### src/rtl/bcd_adj_pkg.sv
package bcd_adj_pkg;
  localparam int unsigned NIB_W   = 4;
  localparam int unsigned BYTE_W  = 2 * NIB_W;
  localparam int unsigned DEC_MAX = 9;
  localparam int unsigned FIX_VAL = 6;

  typedef struct packed {
    logic [BYTE_W-1:0] acc;
    logic [BYTE_W:0]   corr;
    logic              hc;
    logic              cy;
  } adj_op_t;
endpackage

### src/rtl/bcd_adj_decide.sv
module bcd_adj_decide
  import bcd_adj_pkg::*;
#(
  parameter int unsigned NW = NIB_W,
  localparam int unsigned BW = 2 * NW
) (
  input  logic [BW-1:0] acc_i,
  input  logic          hc_i,
  input  logic          cy_i,
  output logic [BW:0]   corr_o,
  output logic          hc_o,
  output logic          cy_o
);
  logic [1:0] gt_max;
  logic [1:0] eq_max;
  logic       low_fix, high_fix;

  for (genvar n = 0; n < 2; n++) begin : g_nib
    logic [NW-1:0] digit;
    assign digit     = acc_i[n*NW +: NW];
    assign gt_max[n] = (digit > NW'(DEC_MAX));
    assign eq_max[n] = (digit == NW'(DEC_MAX));
  end

  // both corrections are taken from the unmodified byte
  assign low_fix  = gt_max[0] | hc_i;
  assign high_fix = gt_max[1] | cy_i | (eq_max[1] & gt_max[0]);

  assign corr_o = {1'b0,
                   (high_fix ? NW'(FIX_VAL) : NW'(0)),
                   (low_fix  ? NW'(FIX_VAL) : NW'(0))};

  assign hc_o = gt_max[0];
  assign cy_o = cy_i | gt_max[1] | ((gt_max[1] | eq_max[1]) & gt_max[0]);

  always_comb begin
    if (hc_i == 1'b1) begin
      a_r1_hc_forces_low_fix: assert (corr_o[NW-1:0] == NW'(FIX_VAL));
    end
    if (cy_i == 1'b1) begin
      a_r2_cy_forces_high_fix: assert (corr_o[2*NW-1:NW] == NW'(FIX_VAL));
    end
  end
endmodule

### src/rtl/bcd_adj_capture.sv
module bcd_adj_capture
  import bcd_adj_pkg::*;
(
  input  logic    clk_i,
  input  logic    rst_ni,
  input  logic    en_i,
  input  adj_op_t op_i,
  output adj_op_t op_o,
  output logic    valid_o
);
  always_ff @(posedge clk_i or negedge rst_ni) begin
    if (!rst_ni) begin
      op_o    <= '0;
      valid_o <= 1'b0;
    end else begin
      valid_o <= en_i;
      if (en_i) op_o <= op_i;
    end
  end

  a_r5_cy_in_sticky: assert property (@(posedge clk_i) disable iff (!rst_ni)
    (en_i && op_i.cy) |=> op_o.cy);
endmodule

### src/rtl/bcd_adj_adder.sv
module bcd_adj_adder
  import bcd_adj_pkg::*;
#(
  parameter int unsigned BW = BYTE_W
) (
  input  logic          clk_i,
  input  logic          rst_ni,
  input  logic          en_i,
  input  logic [BW-1:0] acc_i,
  input  logic [BW:0]   corr_i,
  input  logic          hc_i,
  input  logic          cy_i,
  output logic [BW-1:0] sum_o,
  output logic          hc_o,
  output logic          cy_o,
  output logic          valid_o
);
  always_ff @(posedge clk_i or negedge rst_ni) begin
    if (!rst_ni) begin
      sum_o   <= '0;
      hc_o    <= 1'b0;
      cy_o    <= 1'b0;
      valid_o <= 1'b0;
    end else begin
      valid_o <= en_i;
      if (en_i) begin
        sum_o <= acc_i + corr_i[BW-1:0];  // truncated to the byte
        hc_o  <= hc_i;
        cy_o  <= cy_i;
      end
    end
  end

  always_comb begin
    if (rst_ni == 1'b1) begin
      a_r3_corr_top_clear: assert (corr_i[BW] !== 1'b1);
    end
  end

  a_r9_hold_when_idle: assert property (@(posedge clk_i) disable iff (!rst_ni)
    !en_i |=> ($stable(sum_o) && $stable(hc_o) && $stable(cy_o)));
endmodule

### src/rtl/bcd_adjust_unit.sv
module bcd_adjust_unit
  import bcd_adj_pkg::*;
(
  input  logic              clk_i,
  input  logic              rst_ni,
  input  logic              start_i,
  input  logic [BYTE_W-1:0] acc_i,
  input  logic              hc_i,
  input  logic              cy_i,
  output logic [BYTE_W-1:0] result_o,
  output logic              hc_o,
  output logic              cy_o,
  output logic              valid_o
);
  adj_op_t dec_op, cap_op;
  logic    cap_valid;

  assign dec_op.acc = acc_i;

  bcd_adj_decide #(.NW(NIB_W)) u_decide (
    .acc_i  (acc_i),
    .hc_i   (hc_i),
    .cy_i   (cy_i),
    .corr_o (dec_op.corr),
    .hc_o   (dec_op.hc),
    .cy_o   (dec_op.cy)
  );

  bcd_adj_capture u_capture (
    .clk_i   (clk_i),
    .rst_ni  (rst_ni),
    .en_i    (start_i),
    .op_i    (dec_op),
    .op_o    (cap_op),
    .valid_o (cap_valid)
  );

  bcd_adj_adder #(.BW(BYTE_W)) u_adder (
    .clk_i   (clk_i),
    .rst_ni  (rst_ni),
    .en_i    (cap_valid),
    .acc_i   (cap_op.acc),
    .corr_i  (cap_op.corr),
    .hc_i    (cap_op.hc),
    .cy_i    (cap_op.cy),
    .sum_o   (result_o),
    .hc_o    (hc_o),
    .cy_o    (cy_o),
    .valid_o (valid_o)
  );

  a_r6_valid_after_start: assert property (@(posedge clk_i) disable iff (!rst_ni)
    start_i |-> ##2 valid_o);
  a_r6_valid_has_origin: assert property (@(posedge clk_i) disable iff (!rst_ni)
    valid_o |-> $past(start_i, 2));
  a_r4_hc_needs_low_digit: assert property (@(posedge clk_i) disable iff (!rst_ni)
    (start_i && acc_i[NIB_W-1:0] <= NIB_W'(DEC_MAX)) |-> ##2 !hc_o);
endmodule

### config.mk
export PLATFORM = sky130hd
export DESIGN_NAME = bcd_adjust_unit
export DESIGN_NICKNAME = d
export VERILOG_FILES = /design/src/rtl/bcd_adj_pkg.sv /design/src/rtl/bcd_adj_decide.sv /design/src/rtl/bcd_adj_capture.sv /design/src/rtl/bcd_adj_adder.sv /design/src/rtl/bcd_adjust_unit.sv
export SDC_FILE = /design/constraint.sdc
export NUM_CORES = 1
export LEC_CHECK = 0
export ABC_AREA = 1
export ABC_CLOCK_PERIOD_IN_PS = 4470
export BUFFER_PORTS_ARGS = -buffer_cell sky130_fd_sc_hd__buf_4
export CORE_ASPECT_RATIO = 0.8
export CORE_MARGIN = 2
export CORE_UTILIZATION = 56
export DETAILED_ROUTE_END_ITERATION = 6
export GPL_TIMING_DRIVEN = 1
export PLACE_DENSITY = 0.92
export SLEW_MARGIN = 20
export SYNTH_ARGS = -nofsm -noshare
export SYNTH_HDL_FRONTEND = slang
export SYNTH_SLANG_ARGS = --single-unit
### constraint.sdc
create_clock -name clk_i -period 4.47 [get_ports clk_i]
set_input_delay 0.2235 -clock clk_i [delete_from_list [all_inputs] [get_ports clk_i]]
set_output_delay 0.2235 -clock clk_i [all_outputs]
set_load 0.1 [all_outputs]
==> results of run 1 <==
==> path summary, 6_finish.rpt <==
kind                                    from            endpoint  slack (ns)
max                        u_capture.op_o[4]    u_adder.sum_o[7]        2.82
min                                 acc_i[4]  u_capture.op_o[15]        0.10
max reg2reg                u_capture.op_o[4]    u_adder.sum_o[7]        2.82
min reg2reg                 u_adder.sum_o[1]    u_adder.sum_o[1]        0.49
max in group asynchronous             rst_ni  u_capture.op_o[18]        3.93
min in group asynchronous             rst_ni    u_adder.sum_o[1]        0.31
==> placed cells by master, fill, tap and decap left out, drive strengths merged, types with 4 or more instances in the layout <==
cell type  instances
nor2              11
a21oi              4
nand3              8
ha                 4
o21ai              9
inv               13
clkbuf             4
dfrtp             24
buf               23
nand2             51
==> power by group <==
part           switching [mW]  total [mW]  internal [mW]
registers              0.0172       0.260          0.243
logic                   0.168       0.222         0.0537
clock network          0.0653       0.115         0.0498
total                   0.250       0.596          0.346
==> registers in the layout, indices dropped and copies added (netlist names) <==
name,flops
u_adder.sum_o,8
u_adder.cy_o,1
u_capture.valid_o,1
u_capture.op_o,12
u_adder.valid_o,1
u_adder.hc_o,1
==> cells by family (layout without fill, tap and decap cells) <==
group / Yosys count / count (layout) / synth area share [%]
AO/OA/AOI/OAI: 15 / 15 / 7.080
adder cells (fa/ha/maj): 5 / 5 / 6.195
buffers and inverters: 17 / 41 / 6.526
AND/OR/NAND/NOR: 73 / 73 / 26.33
flip-flops: 24 / 24 / 53.10
XOR/XNOR: 1 / 1 / 0.7745
==> what timing repair did <==
item | CTS | global route
hold endpoints to repair | 24 | 0
gates resized for setup | 0 | 0
hold buffers | 1 | 0
==> area by class of cell <==
type,instances,share of cell area [%]
flip-flops and latches,24,44.32
multi-input cells,94,33.70
repair buffers,24,13.48
inverters,13,3.601
clock buffers,4,2.678
well taps,24,2.216
==> worst min-delay path: cells and delay by family <==
kind                   cells  cell delay [ns]
AND/OR/NAND/NOR            2             0.09
buffers and inverters      1             0.08
==> metal layers <==
| layer | GRT usage (%) | part of all wire (%) | wire [um] |
|---|---|---|---|
| met1 | 26.92 | 48 | 1002 |
| met2 | 28.92 | 45 | 939 |
| met3 | 4.054 | 4.3 | 88 |
| met4 | 8.500 | 1.8 | 37 |
| met5 | 0 | 0 | 0 |
==> stage by stage <==
stage / total power, mW / setup WS [ns] / instance area [sq um]
after floorplan: 0.4321 / 2.963 / 1131
after global placement: 0.4804 / 2.921 / 1309
after detailed placement: 0.4852 / 2.843 / 1309
after CTS: 0.5983 / 2.819 / 1355
after global routing: 0.6220 / 2.665 / 1355
final: 0.5965 / 2.820 / 1355
==> flow_metrics.py, run 1 <==
metrics = {
    "status": {
        "outcome": "finished, final reports clean",
    },
    "routing": {
        "drc_errors": 0,
        "wl_per_cell_um": 11.30,
        "drt_wl_total_um": 2067,
        "ant_nets": 0,
        "via_per_inst": 5.022,
        "vias": 919,
        "firstDrtPassIters": 4,
        "drt_iter0_markers": 21,
    },
    "worst_hold_path": {
        "hold_path.class": "in -> reg",
        "hold_depth": 3,
    },
    "layout": {
        "regArea_sq_um": 600.6,
        "layout-drive-gt1-share_pct": 18.87,
        "fillers": 137,
        "flow.area_growth_from_synthesis_pct": 19.80,
        "nets": 178,
        "fin_util_pct": 71.63,
        "diodes": 0,
        "stdcell_count": 183,
        "multiInputGateArea_sq_um": 456.7,
    },
    "logic_synthesis": {
        "synth_seq_area_share_pct": 53.10,
        "avgSynthCellArea_sq_um": 8.378,
        "netlist_top_cells_area": "dfrtp_1 (53%), nand2_1 (17%), ha_1 (4.4%)",
        "ys_ff_latch": 24,
        "synthArstFlopShare_pct": 100.0,
        "synth_area_leader_cell": "dfrtp_1",
        "syn_inst": 135,
        "synth_area_sq_um": 1131,
        "synth_top_area_share_pct": 53.10,
        "synth_ff_type": "dfrtp_1",
        "ys_types": 19,
        "ys_warn_count": 0,
        "syn_nets": 153,
        "synth.top_cells.by_count": "nand2_1 (51), dfrtp_1 (24), inv_1 (12), nor2_1 (10), o21ai_0 (9)",
        "synth_edf_count": 0,
        "yosysMostFrequentCell": "nand2_1",
    },
    "timing": {
        "worst_pin_slew_ns": 0.3429,
        "period_share_pct": 36.91,
        "hold_viol": 0,
        "fmax_ghz": 0.6061,
        "setup_viol": 0,
        "finalClockSkew_ns": 0.002870,
        "slew_headroom_pct": 77.12,
        "rsz0062_at_grt": "false",
        "hold_ws_ns": 0.1032,
        "fin_crit_ns": 1.650,
        "fin_tns_setup_ns": 0,
        "maxSlewViolCount": 0,
    },
    "floorplan": {
        "fp.dieH_um": 44.20,
        "rows": 14,
        "initial_core_util_pct": 59.79,
        "core_sq_um": 1892,
        "pin_count": 24,
        "die_w_um": 54.25,
        "die_area_sq_um": 2397,
    },
    "place": {
        "port_buffers": 23,
        "dp_hpwl_um": 1575,
        "placed_cells": 178,
        "place_congestion": 0.9073,
    },
    "worst_setup_path": {
        "start_kind": "flip-flop",
        "cp.depth": 9,
        "critPathArrivalTime_ns": 1.87,
        "critPathBufInv": 1,
        "critical-path-top-delay-family": "adder cells",
        "critical_path_class": "reg -> reg",
        "crit_top_cell": "nand2_1",
        "worstSetupEndpointType": "flip-flop",
        "rr_worst_depth": 9,
        "cp_max_fo": 3,
        "cp.required_ns": 4.69,
        "crit_chain": "ha_1, inv_1, fa_1, nor2_4, nand2_1, nand2_1, nand3_1, nand3_1, nand2_1",
        "cpPeakStageDelay_ns": 0.42,
        "cp_slowest_cell": "fa_1",
    },
    "global_routing": {
        "grt_pass1_vias": 802,
        "antenna_found_initial": 0,
        "grt_pass1_wl_um": 3298,
        "grt_start_max_net_pins": 25,
        "overflow": 0,
        "globalRouteTotalUtil_pct": 19.21,
    },
    "pwr": {
        "ir_worst_vdd_mv": 0.2754,
        "cellPowerDensity_nw_per_um2": 440.2,
        "power_leakage_nw": 0.7281,
    },
    "run": {
        "drv_cap": 0,
    },
    "clock_network": {
        "clockRootBuffer": "clkbuf_4",
        "cts_buffers": 3,
        "clkTransAtPathRegs_ns": 0.13,
        "cts_tree": "done",
        "cts_buffer_depth": 2,
        "clk_latency_ns": 0.32,
        "h-tree-depth": 1,
        "post_cts_buffers": 0,
        "clkSinkCount": 24,
    },
}
Note: power is estimated with default switching activity, not from simulation.
==> run 2: changes to the inputs <==
- ABC_CLOCK_PERIOD_IN_PS: 4470 -> 1400
- CORE_UTILIZATION: 56 -> 47
- PLACE_DENSITY: 0.92 -> 0.83
- clock period: 4.47 -> 1.4 ns (I/O delays scaled with it)
==> run 2 against run 1 <==
The run now ends with DRC, setup timing left; fmax increased by 11%; flip-flop and latch count unchanged; total power increased to 3.2 times the previous value; wire length increased by 23%; clock power increased to 2.6 times the previous value; worst setup slack got worse by 2.9 ns; sequential share of layout area decreased by 4.2 points; count of clock-buffer cells in the layout decreased by 1; sequential power increased to 3.2 times the previous value; clock skew increased by 0.0027 ns; critical path type unchanged; critical endpoint unchanged; largest cell class unchanged; largest power group unchanged; highest routed layer unchanged.
==> flow_metrics.py, run 2 (synthesized netlist as in run 1, its figures left out) <==
metrics = {
    "status": {
        "outcome": "finished with violations",
        "failed_checks": "DRC, setup timing",
    },
    "clock_network": {
        "cts_buffer_depth": 2,
        "h-tree-depth": 1,
        "cts_buffers": 3,
        "clockRootBuffer": "clkbuf_4",
        "clkTransAtPathRegs_ns": 0.12,
        "clkSinkCount": 24,
        "cts_tree": "done",
        "clk_latency_ns": 0.32,
    },
    "timing": {
        "setup_viol": 3,
        "fmax_ghz": 0.6742,
        "fin_tns_setup_ns": -0.1128,
        "fin_ws_ns": -0.08320,
        "period_share_pct": 105.9,
        "hold_viol": 0,
        "maxSlewViolCount": 0,
        "finalClockSkew_ns": 0.005537,
        "rsz0062_at_grt": "true",
        "fin_crit_ns": 1.483,
        "worst_pin_slew_ns": 0.3589,
        "slew_headroom_pct": 76.05,
    },
    "global_routing": {
        "antenna_found_initial": 0,
        "globalRouteTotalUtil_pct": 19.35,
        "grt_pass1_vias": 936,
        "overflow": 0,
        "grt_pass1_wl_um": 3933,
        "grt_start_max_net_pins": 25,
    },
    "worst_hold_path": {
        "hold_path.class": "in -> reg",
    },
    "pwr": {
        "power_leakage_nw": 0.7794,
        "cellPowerDensity_nw_per_um2": 1276,
        "power.total_mw": 1.908,
        "power.switching_mw": 0.8194,
        "p_comb_share_pct": 40.4,
        "p_int_mw": 1.089,
        "power_frac_seq_pct": 43.9,
        "ir_worst_vdd_mv": 0.4992,
        "pwr-share-clk_pct": 15.7,
        "p_sw_share_pct": 42.94,
    },
    "layout": {
        "fillers": 173,
        "nets": 191,
        "fin_area_sq_um": 1495,
        "diodes": 0,
        "final_cell_mix": "nand2_1 (49), buf_4 (27), dfrtp_1 (24), inv_1 (11)",
        "layout-drive-gt1-share_pct": 22.81,
        "regMostFlops": "u_capture.op_o",
        "reg_top3": "u_capture.op_o x12, u_adder.sum_o x8",
        "largest_reg_flops": 12,
        "final_common_cell": "nand2_1",
        "flow.area_growth_from_synthesis_pct": 32.19,
    },
    "run": {
        "drv_cap": 0,
    },
    "place": {
        "dp_hpwl_um": 1735,
        "port_buffers": 23,
        "place_congestion": 0.8937,
        "dpl_cell_area_sq_um": 1330,
    },
    "routing": {
        "vias": 1014,
        "wl_per_cell_um": 13.01,
        "drc_errors": 3,
        "firstDrtPassIters": 7,
        "drt_iter0_markers": 57,
        "drt_wl_total_um": 2549,
        "ant_nets": 0,
        "via_per_inst": 5.173,
    },
    "worst_setup_path": {
        "critical-path-top-delay-family": "adder cells",
        "crit_chain": "ha_4, inv_2, fa_2, nor2_4, nand2_2, nand2_1, nand3_1, nand3_1, nand2_1",
        "critical_path_class": "reg -> reg",
        "reg2reg_setup_slack_ns": -0.08,
        "cp_max_fo": 2,
        "critPathBufInv": 1,
        "start_kind": "flip-flop",
        "critPathArrivalTime_ns": 1.71,
        "cp.required_ns": 1.63,
        "cp_slowest_cell": "dfrtp_1",
        "cpPeakStageDelay_ns": 0.43,
        "worstSetupEndpointType": "flip-flop",
    },
    "floorplan": {
        "die_area_sq_um": 2818,
        "rows": 15,
        "die_w_um": 58.85,
        "pin_count": 24,
        "fp.dieH_um": 47.88,
        "initial_core_util_pct": 51.07,
        "core_sq_um": 2215,
    },
}
run 2: cell type report:
type                    instances  area [sq um]  share of cell area, %
multi-input cells              94         489.2                  32.72
clock buffers                   3         22.52                  1.506
well taps                      25         31.28                  2.092
flip-flops and latches         24         600.6                  40.17
inverters                      13         48.80                  3.264
repair buffers                 37         302.8                  20.25
run 2: layer usage:
metal	up-vias	wire (um)	GRT usage (%)
met5	-	0	0
met4	0	55	8.182
met3	7	121	4.054
met2	37	1266	33.56
met1	469	1106	24.11
li1	501	-	-
run 2: final timing paths:
| path | from | cells past startpoint | to |
|---|---|---|---|
| worst max register to register | u_capture.op_o[12] | 9 | u_adder.sum_o[7] |
| max in group asynchronous | rst_ni | 2 | u_capture.op_o[14] |
| worst min register to register | u_adder.cy_o | 2 | u_adder.cy_o |
| worst max-delay path | u_capture.op_o[12] | 9 | u_adder.sum_o[7] |
| worst min-delay path | hc_i | 3 | u_capture.op_o[4] |
| min in group asynchronous | rst_ni | 2 | u_adder.sum_o[5] |
run 2: worst min-delay path, cell delays in order:
cell and delay, ns:
buf_4 0.07, o21ai_0 0.08, o21ai_0 0.07
run 2: what timing repair did:
action | 4_1_cts | 5_1_grt
hold buffers | 10 | 0
cloned | 0 | 0
hold endpoints to repair | 33 | 0
setup buffers | 0 | 2
resized for setup | 1 | 4
setup endpoints to repair | 3 | 5
pin swaps | 2 | 1
run 2: power groups by stage:
| stage | Combinational (mW) | Sequential (mW) | Clock [mW] |
|---|---|---|---|
| after CTS | 0.745 | 0.831 | 0.299 |
| final | 0.771 | 0.837 | 0.300 |
| after global routing | 0.823 | 0.846 | 0.322 |
| after global placement | 0.709 | 0.838 | 0 |
| after detailed placement | 0.721 | 0.845 | 0 |
| after floorplan | 0.189 | 1.19 | 0 |
run 2: through the flow:
stage,setup WS (ns),util [%],hold WS [ns],instances
after detailed placement,-0.1225,60.06,-0.01875,181
after global placement,-0.06492,60.06,-0.02648,181
after global routing,-0.1419,67.51,0.04484,196
after floorplan,-0.04122,-,-0.2256,135
after CTS,-0.1209,65.59,0.009702,194
final,-0.08320,67.51,0.01591,196
==> run 3: changes to the inputs <==
- CELL_PAD_IN_SITES_DETAIL_PLACEMENT: unset -> 1
- CELL_PAD_IN_SITES_GLOBAL_PLACEMENT: unset -> 1
- CORE_UTILIZATION: 47 -> 35
==> run 3 against run 2 <==
The flow finishes with violations (setup timing); die area increased by 32%; clock power up 110%; non-clock buffer count fell by 3; critical path depth is the same.
==> flow_metrics.py, run 3 (synthesized netlist as in run 1, its figures left out) <==
metrics = {
    "status": {
        "outcome": "finished with violations",
        "failed_checks": "setup timing",
    },
    "routing": {
        "wl_per_cell_um": 14.94,
        "drt_wl_total_um": 3122,
        "vias": 1017,
        "via_per_inst": 4.866,
        "ant_nets": 0,
        "firstDrtPassIters": 4,
        "drt_iter0_markers": 22,
        "drc_errors": 0,
    },
    "place": {
        "dp_hpwl_um": 2172,
        "place_congestion": 0.8067,
        "port_buffers": 23,
        "dpl_cell_area_sq_um": 1371,
    },
    "timing": {
        "fmax_ghz": 0.6506,
        "maxSlewViolCount": 0,
        "slew_headroom_pct": 75.16,
        "finalClockSkew_ns": 0.001386,
        "worst_pin_slew_ns": 0.3722,
        "setup_viol": 5,
        "hold_viol": 0,
        "fin_ws_ns": -0.1371,
        "rsz0062_at_grt": "true",
        "period_share_pct": 109.8,
        "fin_crit_ns": 1.537,
    },
    "clock_network": {
        "cts_tree": "done",
        "cts_buffers": 3,
        "h-tree-depth": 1,
        "cts_buffer_depth": 2,
        "clkTransAtPathRegs_ns": 0.08,
        "clk_latency_ns": 0.28,
        "clkSinkCount": 24,
        "clockRootBuffer": "clkbuf_8",
    },
    "worst_setup_path": {
        "cp.required_ns": 1.62,
        "critPathBufInv": 2,
        "cp_max_fo": 3,
        "reg2reg_to": "u_adder.sum_o[6]",
        "rr_worst_depth": 9,
        "critPathArrivalTime_ns": 1.76,
        "cpPeakStageDelay_ns": 0.41,
        "worstSetupEndpointType": "flip-flop",
        "cp_slowest_cell": "dfrtp_1",
        "start_kind": "flip-flop",
        "crit_chain": "buf_4, buf_6, ha_4, nand2_1, nor2_1, nand2_1, nand3_2, nand3_2, nand2_1",
        "critical-path-top-delay-family": "simple AND/OR/NAND/NOR gates",
        "critical_path_class": "reg -> reg",
        "crit_top_cell": "nand2_1",
        "r2r_start": "u_capture.op_o[4]",
        "reg2reg_setup_slack_ns": -0.14,
    },
    "global_routing": {
        "grt_start_max_net_pins": 25,
        "grt_pass1_wl_um": 4850,
        "grt_pass1_vias": 1045,
        "antenna_found_initial": 0,
        "overflow": 0,
        "globalRouteTotalUtil_pct": 18.56,
    },
    "layout": {
        "layout-drive-gt1-share_pct": 30.77,
        "final_cell_mix": "nand2_1 (47), buf_4 (29), dfrtp_1 (24), inv_1 (11), nor2_1 (9)",
        "final_common_cell": "nand2_1",
        "regMostFlops": "u_capture.op_o",
        "reg_top3": "u_capture.op_o x12, u_adder.sum_o x8",
        "flow.area_growth_from_synthesis_pct": 38.72,
        "fin_util_pct": 50.85,
        "nets": 188,
        "fin_area_sq_um": 1569,
        "largest_reg_flops": 12,
        "diodes": 0,
    },
    "floorplan": {
        "fp.dieH_um": 54.85,
        "rows": 18,
        "initial_core_util_pct": 36.66,
        "core_sq_um": 3085,
        "die_w_um": 67.56,
        "pin_count": 24,
        "die_area_sq_um": 3705,
    },
    "pwr": {
        "cellPowerDensity_nw_per_um2": 1447,
        "power_leakage_nw": 0.8058,
        "ir_worst_vdd_mv": 0.8350,
    },
    "worst_hold_path": {
        "min_to": "u_capture.op_o[16]",
        "min_from": "acc_i[5]",
        "hold_path.class": "in -> reg",
        "hold_depth": 3,
    },
    "run": {
        "drv_cap": 0,
    },
}
## run 3: metal layers
| layer | track usage (%) | part of all wire [%] | vias up |
|---|---|---|---|
| met5 | 0 | 0 | - |
| met4 | 6.803 | 3.7 | 0 |
| met2 | 30.88 | 49 | 26 |
| met3 | 5.967 | 3.9 | 9 |
| met1 | 22.71 | 43 | 487 |
| li1 | - | - | 495 |
## run 3: layout make-up
| class | instances | area (sq um) |
|---|---|---|
| clock buffers | 3 | 41.29 |
| inverters | 13 | 48.80 |
| clock inverters | 1 | 30.03 |
| flip-flops and latches | 24 | 600.6 |
| multi-input cells | 94 | 529.3 |
| well taps | 40 | 50.05 |
| repair buffers | 34 | 269.0 |
| fillers | 360 | 1516 |
## run 3: power breakdown
part | total [mW] | switching [mW] | internal, mW
Combinational | 0.818 | 0.590 | 0.228
Clock | 0.618 | 0.235 | 0.383
Sequential | 0.834 | 0.0599 | 0.774
Total | 2.27 | 0.885 | 1.39
## run 3: how the worst max path moves through the flow
stage                                  start                to  slack, ns  cells after the start
after floorplan            u_capture.op_o[4]  u_adder.sum_o[7]      -0.04                      9
after global placement     u_capture.op_o[4]  u_adder.sum_o[7]      -0.05                      9
after detailed placement   u_capture.op_o[4]  u_adder.sum_o[7]      -0.15                      9
after CTS                  u_capture.op_o[4]  u_adder.sum_o[7]      -0.14                      9
after global routing      u_capture.op_o[12]  u_adder.sum_o[7]      -0.18                      9
final                      u_capture.op_o[4]  u_adder.sum_o[6]      -0.14                      9
## run 3: repair_timing
action / in CTS / in global routing
pin swaps: 1 / 7
endpoints found under the setup margin: 4 / 6
hold endpoints to repair: 27 / 0
setup buffers: 0 / 2
resized for setup: 3 / 13
hold buffers: 4 / 0
## run 3: through the flow
stage	power (mW)	hold WS [ns]	instances	setup WS, ns	setup TNS, ns
after floorplan	1.382	-0.2256	135	-0.04122	-0.04122
after global placement	1.564	-0.01835	199	-0.04923	-0.05958
after detailed placement	1.592	-0.008832	199	-0.1509	-0.2784
after CTS	2.237	0.007973	207	-0.1423	-0.2801
after global routing	2.370	0.006583	209	-0.1794	-0.7355
final	2.271	0.01352	209	-0.1371	-0.3757
## run 3: worst reg2reg max path, delay by kind of cell, from the launching register on
| kind | cells | cell delay, ns |
|---|---|---|
| buf+inv | 2 | 0.25 |
| flops | 1 | 0.41 |
| fa+ha+maj | 1 | 0.26 |
| simple gates | 6 | 0.57 |
